## src/rtl/cts_pkg.sv

```systemverilog
package cts_pkg;
  localparam int REG_W       = 8;
  localparam int ADDR_W      = 2;
  localparam int SYNC_STAGES = 2;

  localparam logic [ADDR_W-1:0] ADDR_AUX  = 2'd0;
  localparam logic [ADDR_W-1:0] ADDR_PORT = 2'd1;
  localparam logic [ADDR_W-1:0] ADDR_STAT = 2'd2;

  localparam int PORT_FLAG_BIT  = 4;
  localparam int PORT_LEVEL_BIT = 0;
  localparam int STAT_COS_BIT   = 0;

  typedef struct packed {
    logic wrAux;
    logic wrMask;
    logic rdPort;
    logic startSample;
  } ctsStrobe_t;
endpackage

```

## src/rtl/cts_ctrl.sv

```systemverilog
module cts_ctrl
  import cts_pkg::*;
#(
  parameter int STARTUP_CYCLES = 2
) (
  input  logic              clk,
  input  logic              rstN,
  input  logic              busSel,
  input  logic              busWr,
  input  logic [ADDR_W-1:0] busAddr,
  input  logic [REG_W-1:0]  busWdata,
  output ctsStrobe_t        strb,
  output logic              iec,
  output logic [REG_W-1:0]  mask
);
  localparam int FIRE_AT = STARTUP_CYCLES + SYNC_STAGES - 2;
  localparam int CNT_W   = $clog2(FIRE_AT + 2);

  logic [CNT_W-1:0] startCnt;
  logic             started;

  always_comb begin
    strb             = '0;
    strb.wrAux       = busSel && busWr && (busAddr == ADDR_AUX);
    strb.wrMask      = busSel && busWr && (busAddr == ADDR_STAT);
    strb.rdPort      = busSel && !busWr && (busAddr == ADDR_PORT);
    strb.startSample = !started && (startCnt == CNT_W'(FIRE_AT));
  end

  always_ff @(posedge clk or negedge rstN) begin
    if (!rstN) begin
      startCnt <= '0;
      started  <= 1'b0;
    end else if (!started) begin
      if (strb.startSample) started  <= 1'b1;
      else                  startCnt <= startCnt + 1'b1;
    end
  end

  always_ff @(posedge clk or negedge rstN) begin
    if (!rstN) begin
      iec  <= 1'b0;
      mask <= '0;
    end else begin
      if (strb.wrAux)  iec  <= busWdata[0];
      if (strb.wrMask) mask <= busWdata;
    end
  end
endmodule

```

## src/rtl/cts_filter.sv

```systemverilog
module cts_filter
  import cts_pkg::*;
#(
  parameter int DEBOUNCE_CYCLES = 32
) (
  input  logic clk,
  input  logic rstN,
  input  logic ctsN,
  input  logic startSample,
  output logic level,
  output logic qualEvt
);
  localparam int CNT_W = $clog2(DEBOUNCE_CYCLES + 1);

  logic [SYNC_STAGES-1:0] syncQ;
  logic                   syncOut;
  logic [CNT_W-1:0]       stableCnt;
  logic                   armed;
  logic                   differs;
  logic                   windowDone;

  generate
    genvar s;
    for (s = 0; s < SYNC_STAGES; s++) begin : gSync
      always_ff @(posedge clk or negedge rstN) begin
        if (!rstN) syncQ[s] <= 1'b1;
        else if (s == 0) syncQ[s] <= ctsN;
        else syncQ[s] <= syncQ[(s > 0) ? s - 1 : 0];
      end
    end
  endgenerate

  assign syncOut    = syncQ[SYNC_STAGES-1];
  assign differs    = armed && (syncOut != level);
  assign windowDone = (stableCnt == CNT_W'(DEBOUNCE_CYCLES - 1));
  assign qualEvt    = (startSample && !syncOut) || (differs && windowDone);

  always_ff @(posedge clk or negedge rstN) begin
    if (!rstN) begin
      level     <= 1'b0;
      armed     <= 1'b0;
      stableCnt <= '0;
    end else if (startSample) begin
      armed     <= 1'b1;
      level     <= syncOut;
      stableCnt <= '0;
    end else if (differs) begin
      if (windowDone) begin
        level     <= syncOut;
        stableCnt <= '0;
      end else begin
        stableCnt <= stableCnt + 1'b1;
      end
    end else begin
      stableCnt <= '0;
    end
  end
endmodule

```

## src/rtl/cts_flags.sv

```systemverilog
module cts_flags
  import cts_pkg::*;
#(
  parameter int NUM_GEN = 2
) (
  input  logic               clk,
  input  logic               rstN,
  input  logic               rdPort,
  input  logic               qualEvt,
  input  logic               iec,
  input  logic [REG_W-1:0]   mask,
  input  logic [NUM_GEN-1:0] genStatus,
  output logic               cosFlag,
  output logic               cosStat,
  output logic [REG_W-1:0]   statusVec,
  output logic               irq
);
  always_ff @(posedge clk or negedge rstN) begin
    if (!rstN) begin
      cosFlag <= 1'b0;
      cosStat <= 1'b0;
    end else begin
      if (qualEvt)     cosFlag <= 1'b1;
      else if (rdPort) cosFlag <= 1'b0;
      if (qualEvt && iec) cosStat <= 1'b1;
      else if (rdPort)    cosStat <= 1'b0;
    end
  end

  always_comb begin
    statusVec                 = '0;
    statusVec[STAT_COS_BIT]   = cosStat;
    statusVec[NUM_GEN:1]      = genStatus;
  end

  always_ff @(posedge clk or negedge rstN) begin
    if (!rstN) irq <= 1'b0;
    else       irq <= |(statusVec & mask);
  end
endmodule

```

## src/rtl/cts_cos_intr.sv

```systemverilog
module cts_cos_intr
  import cts_pkg::*;
#(
  parameter int NUM_GEN         = 2,
  parameter int DEBOUNCE_CYCLES = 32,
  parameter int STARTUP_CYCLES  = 2
) (
  input  logic               clk,
  input  logic               rstN,
  input  logic               ctsN,
  input  logic [NUM_GEN-1:0] genStatus,
  input  logic               busSel,
  input  logic               busWr,
  input  logic [1:0]         busAddr,
  input  logic [7:0]         busWdata,
  output logic [7:0]         busRdata,
  output logic               irq
);
  ctsStrobe_t       strb;
  logic             iec;
  logic [REG_W-1:0] mask;
  logic             level;
  logic             qualEvt;
  logic             cosFlag;
  logic             cosStat;
  logic [REG_W-1:0] statusVec;

  cts_ctrl #(.STARTUP_CYCLES(STARTUP_CYCLES)) uCtrl (
    .clk(clk), .rstN(rstN), .busSel(busSel), .busWr(busWr),
    .busAddr(busAddr), .busWdata(busWdata),
    .strb(strb), .iec(iec), .mask(mask)
  );

  cts_filter #(.DEBOUNCE_CYCLES(DEBOUNCE_CYCLES)) uFilter (
    .clk(clk), .rstN(rstN), .ctsN(ctsN), .startSample(strb.startSample),
    .level(level), .qualEvt(qualEvt)
  );

  cts_flags #(.NUM_GEN(NUM_GEN)) uFlags (
    .clk(clk), .rstN(rstN), .rdPort(strb.rdPort), .qualEvt(qualEvt),
    .iec(iec), .mask(mask), .genStatus(genStatus),
    .cosFlag(cosFlag), .cosStat(cosStat), .statusVec(statusVec), .irq(irq)
  );

  always_comb begin
    busRdata = '0;
    unique case (busAddr)
      ADDR_PORT: begin
        busRdata[PORT_FLAG_BIT]  = cosFlag;
        busRdata[PORT_LEVEL_BIT] = level;
      end
      ADDR_STAT: busRdata = statusVec;
      default:   busRdata = '0;
    endcase
  end
endmodule

```

## config.mk

```make
export PLATFORM = sky130hd
export DESIGN_NAME = cts_cos_intr
export DESIGN_NICKNAME = d
export VERILOG_FILES = /design/src/rtl/cts_pkg.sv /design/src/rtl/cts_ctrl.sv /design/src/rtl/cts_filter.sv /design/src/rtl/cts_flags.sv /design/src/rtl/cts_cos_intr.sv
export SDC_FILE = /design/constraint.sdc
export NUM_CORES = 1
export LEC_CHECK = 0
export BUFFER_PORTS_ARGS = -buffer_cell sky130_fd_sc_hd__buf_2
export CORE_MARGIN = 2
export CORE_UTILIZATION = 50
export DETAILED_ROUTE_END_ITERATION = 10
export GPL_TIMING_DRIVEN = 1
export PLACE_DENSITY = 0.82
export SETUP_SLACK_MARGIN = 0.3
export SYNTH_ARGS = -nofsm -noshare
export SYNTH_HDL_FRONTEND = slang
export SYNTH_SLANG_ARGS = --single-unit
```

## constraint.sdc

```tcl
create_clock -name clk -period 2 [get_ports clk]
set_input_delay 0.4 -clock clk [delete_from_list [all_inputs] [get_ports clk]]
set_output_delay 0.4 -clock clk [all_outputs]
set_load 0.005 [all_outputs]
```

==> flow_metrics.env <==
export IMPL_holdBufCountCts=0
export IMPL_grt_pass1_wl_um=2249
export IMPL_clk_latency_ns=0.29
export IMPL_r2r_end="uFilter.stableCnt[5]"
export IMPL_grt_antenna_before_repair=0
export IMPL_instances_no_fill=127
export IMPL_cp_max_fo=5
export IMPL_slew_headroom_pct=64.51
export IMPL_gr_usage_met2_pct=24.80
export IMPL_wirelength_um=1418
export IMPL_top_usage_layer="met2"
export IMPL_synth_distinct_cells=31
export IMPL_grt_use_met1_pct=17.11
export IMPL_std_cell_rows=15
export IMPL_maxCapViolations=0
export IMPL_grt_overflow=0
export IMPL_drive_gt1_share_pct=29.41
export IMPL_status="complete, no violations"
export IMPL_drt_iter0_drc=13
export IMPL_cts_tree="done"
export IMPL_synth_top_family_by_area="simple AND/OR/NAND/NOR gates"
export IMPL_cts_clk_slew_worst_paths_ns=0.11
export IMPL_io_pins=26
export IMPL_syn_area_sq_um=962.2
export IMPL_ys_ff_latch=20
export IMPL_drc=0
export IMPL_hp_class="in -> async"
export IMPL_grt_pass1_vias=587
export IMPL_fp_coreArea_sq_um=1764
export IMPL_routedWlPerCell_um=11.17
export IMPL_port_buffers=16
export IMPL_cts_resized=0
export IMPL_die_area_sq_um=2291
export IMPL_synth_top_area_cell="dfrtp_1"
export IMPL_post_dp_cell_area_sq_um=1040
export IMPL_cts_setup_buffers=0
export IMPL_synth_xor_area_share_pct=3.641
export IMPL_setup_tns_ns=0
export IMPL_hold_viol_final=0
export IMPL_setup_viol_count_final=0
export IMPL_slowest_delay_ns=0.52
export IMPL_syn_area_per_cell_sq_um=11.32
export IMPL_cts_buffers_inserted=3
export IMPL_async_reset_ff_share_pct=100.0
export IMPL_yosys_warnings=0
export IMPL_end_kind="flip-flop"
export IMPL_htreeDepth=1
export IMPL_die_w_um=47.87
export IMPL_crit_slowest_cell="or4_4"
export IMPL_crit_path_cell_trace="ha_1 -> and3_1 -> or4_4 -> a21oi_2"
export IMPL_ys_flop_type="dfrtp_1"
export IMPL_fin_total_pwr_mw=0.8654
export IMPL_synthAdderAreaFrac_pct=6.502
export IMPL_cts_max_path_buffers=2
export IMPL_p_leak_nw=0.5123
export IMPL_antenna_left=0
export IMPL_rr_worst_depth=4
export IMPL_first_pass_iters=4
export IMPL_synthTopCellsByArea="dfrtp_1, ha_1, mux2_2, dfstp_2, buf_4"
export IMPL_antenna_cells=0
export IMPL_path_class="reg -> reg"
export IMPL_postLayoutCellArea_sq_um=1092
export IMPL_rsz0062_at_grt="false"
export IMPL_synth_compound_area_share_pct=8.713
export IMPL_tightestPinTransition_ns=0.5300
export IMPL_clock_fmax_mhz=635.7
export IMPL_viasPerCell=5.000
export IMPL_rrSetupSlack_ns=0.43
export IMPL_dp_cells=123
export IMPL_synth_mux_area_share_pct=5.852
export IMPL_r2r_start="uFilter.stableCnt[0]"
export IMPL_fill_cells=154
export IMPL_synth_edff_count=0
export IMPL_synth_cells=85
export IMPL_place_congestion=0.7152
export IMPL_synth_most_common_cell="dfrtp_1"
export IMPL_track_usage_pct=14.22
export IMPL_yosysTopAreaCellShare_pct=46.81
export IMPL_syn_to_final_growth_pct=13.52
export IMPL_powerDensity_nw_per_um2=792.3
export IMPL_ys_seq_area_share_pct=52.28
export IMPL_hpwl_um=1134
export IMPL_slew_viol_final=0
export IMPL_start_util_pct=54.54
export IMPL_period_minus_slack_ns=1.573
export IMPL_grt_start_max_net_pins=21
export IMPL_timing_final_crit_share_pct=78.65
export IMPL_ys_top_cells_by_count="dfrtp_1, inv_1, ha_1, mux2_2, nand2_1"
export IMPL_fin_skew_ns=0.005945
export IMPL_cp_start_kind="flip-flop"
export IMPL_dieHeight_um=47.87
export IMPL_vias=635
export IMPL_grtUsageMet3_pct=2.264
export IMPL_vdd_drop_max_mv=0.4765
export IMPL_root_buffer="clkbuf_4"
export IMPL_cp_arrival_ns=1.80
export IMPL_final_nets=125
export IMPL_yosys_area_share_simple_pct=15.60
export IMPL_worstPathRequired_ns=2.23
export IMPL_clock_sinks=20
[logic make-up after synthesis]
logic type / after synthesis
xor gates and xnor gates: 4
AOI/OAI and AO/OA: 11
adders and majority gates: 5
DFF: 20
and+or+nand+nor: 27
buffers and inverters: 12
other: 1
muxes: 5
[metal layers]
layer	vias up	share of wire [%]
met5	-	0
met2	16	49
met1	301	45
met3	2	5.1
li1	316	-
met4	0	0.42
[layout by cell type, fill, tap and decap left out, drive strengths merged]
master   netlist  layout
clkbuf         1       3
nand3          3       3
a21boi         1       1
nand3b         1       1
inv            6       6
o211ai         3       3
o311ai         1       1
nor2           3       3
a222oi         1       1
ha             5       5
and3b          1       1
nor3           3       3
xnor2          3       3
and3           1       1
a22oi          1       1
o2111ai        1       1
o21ai          2       2
xor2           1       1
buf            5      16
nand2          5       5
nor2b          3       3
or4            1       1
nand2b         2       2
bufinv         0       1
conb           1       4
mux2           5       5
dfstp          2       2
or2            1       1
and2           3       3
dfrtp         18      18
a21oi          1       1
[where the power goes]
group	total (mW)	switching [mW]	internal, mW
sequential	0.458	0.0191	0.439
clock	0.323	0.121	0.202
combinational	0.0840	0.0402	0.0437
total	0.865	0.180	0.685
[state kept, by name, summed over array words and instances, names as in the netlist]
register	count
uFlags.cosStat	1
uFlags.cosFlag	1
uFilter.armed	1
uFilter.stableCnt	6
uFlags.irq	1
uCtrl.mask	3
uCtrl.startCnt	2
uFilter.syncQ	1
uFilter.syncOut	1
uCtrl.started	1
uFilter.level	1
uCtrl.iec	1
[through the flow]
| stage | hold WS (ns) | util (%) | setup WS [ns] |
|---|---|---|---|
| floorplan | 0.1044 | - | 0.4482 |
| global placement | 0.3458 | 58.94 | 0.4633 |
| detailed placement | 0.3469 | 58.94 | 0.4383 |
| CTS | 0.02688 | 61.91 | 0.4139 |
| global route | 0.04314 | 61.91 | 0.3609 |
| finish | 0.01955 | 61.91 | 0.4270 |
[area by class of cell]
class / instances / area [sq um] / area share [%]
flip-flops and latches: 20 / 503.0 / 46.05
multi-input cells: 56 / 402.9 / 36.88
repair buffers: 16 / 80.08 / 7.331
well taps: 25 / 31.28 / 2.864
clock inverters: 1 / 30.03 / 2.749
clock buffers: 3 / 22.52 / 2.062
inverters: 6 / 22.52 / 2.062
[worst max-delay path by stage]
| stage | startpoint | to | cells past startpoint |
|---|---|---|---|
| 2_1_floorplan | uFilter.stableCnt[0] | uFilter.stableCnt[5] | 5 |
| 3_3_place_gp | uFilter.stableCnt[0] | uFilter.stableCnt[5] | 4 |
| 3_5_place_dp | uFilter.stableCnt[0] | uFilter.stableCnt[5] | 4 |
| 4_1_cts | uFilter.stableCnt[0] | uFilter.stableCnt[5] | 4 |
| 5_1_grt | uFilter.stableCnt[0] | uFilter.stableCnt[5] | 4 |
| 6_report | uFilter.stableCnt[0] | uFilter.stableCnt[5] | 4 |
[worst max-delay path: cells and delay by family (launching register included)]
kind / cells / cell delay [ns]
adder cells (fa/ha/maj): 1 / 0.24
AND/OR/NAND/NOR: 2 / 0.73
flip-flops: 1 / 0.42
AO/OA/AOI/OAI: 1 / 0.12
Power figures use the tool's default switching activity.
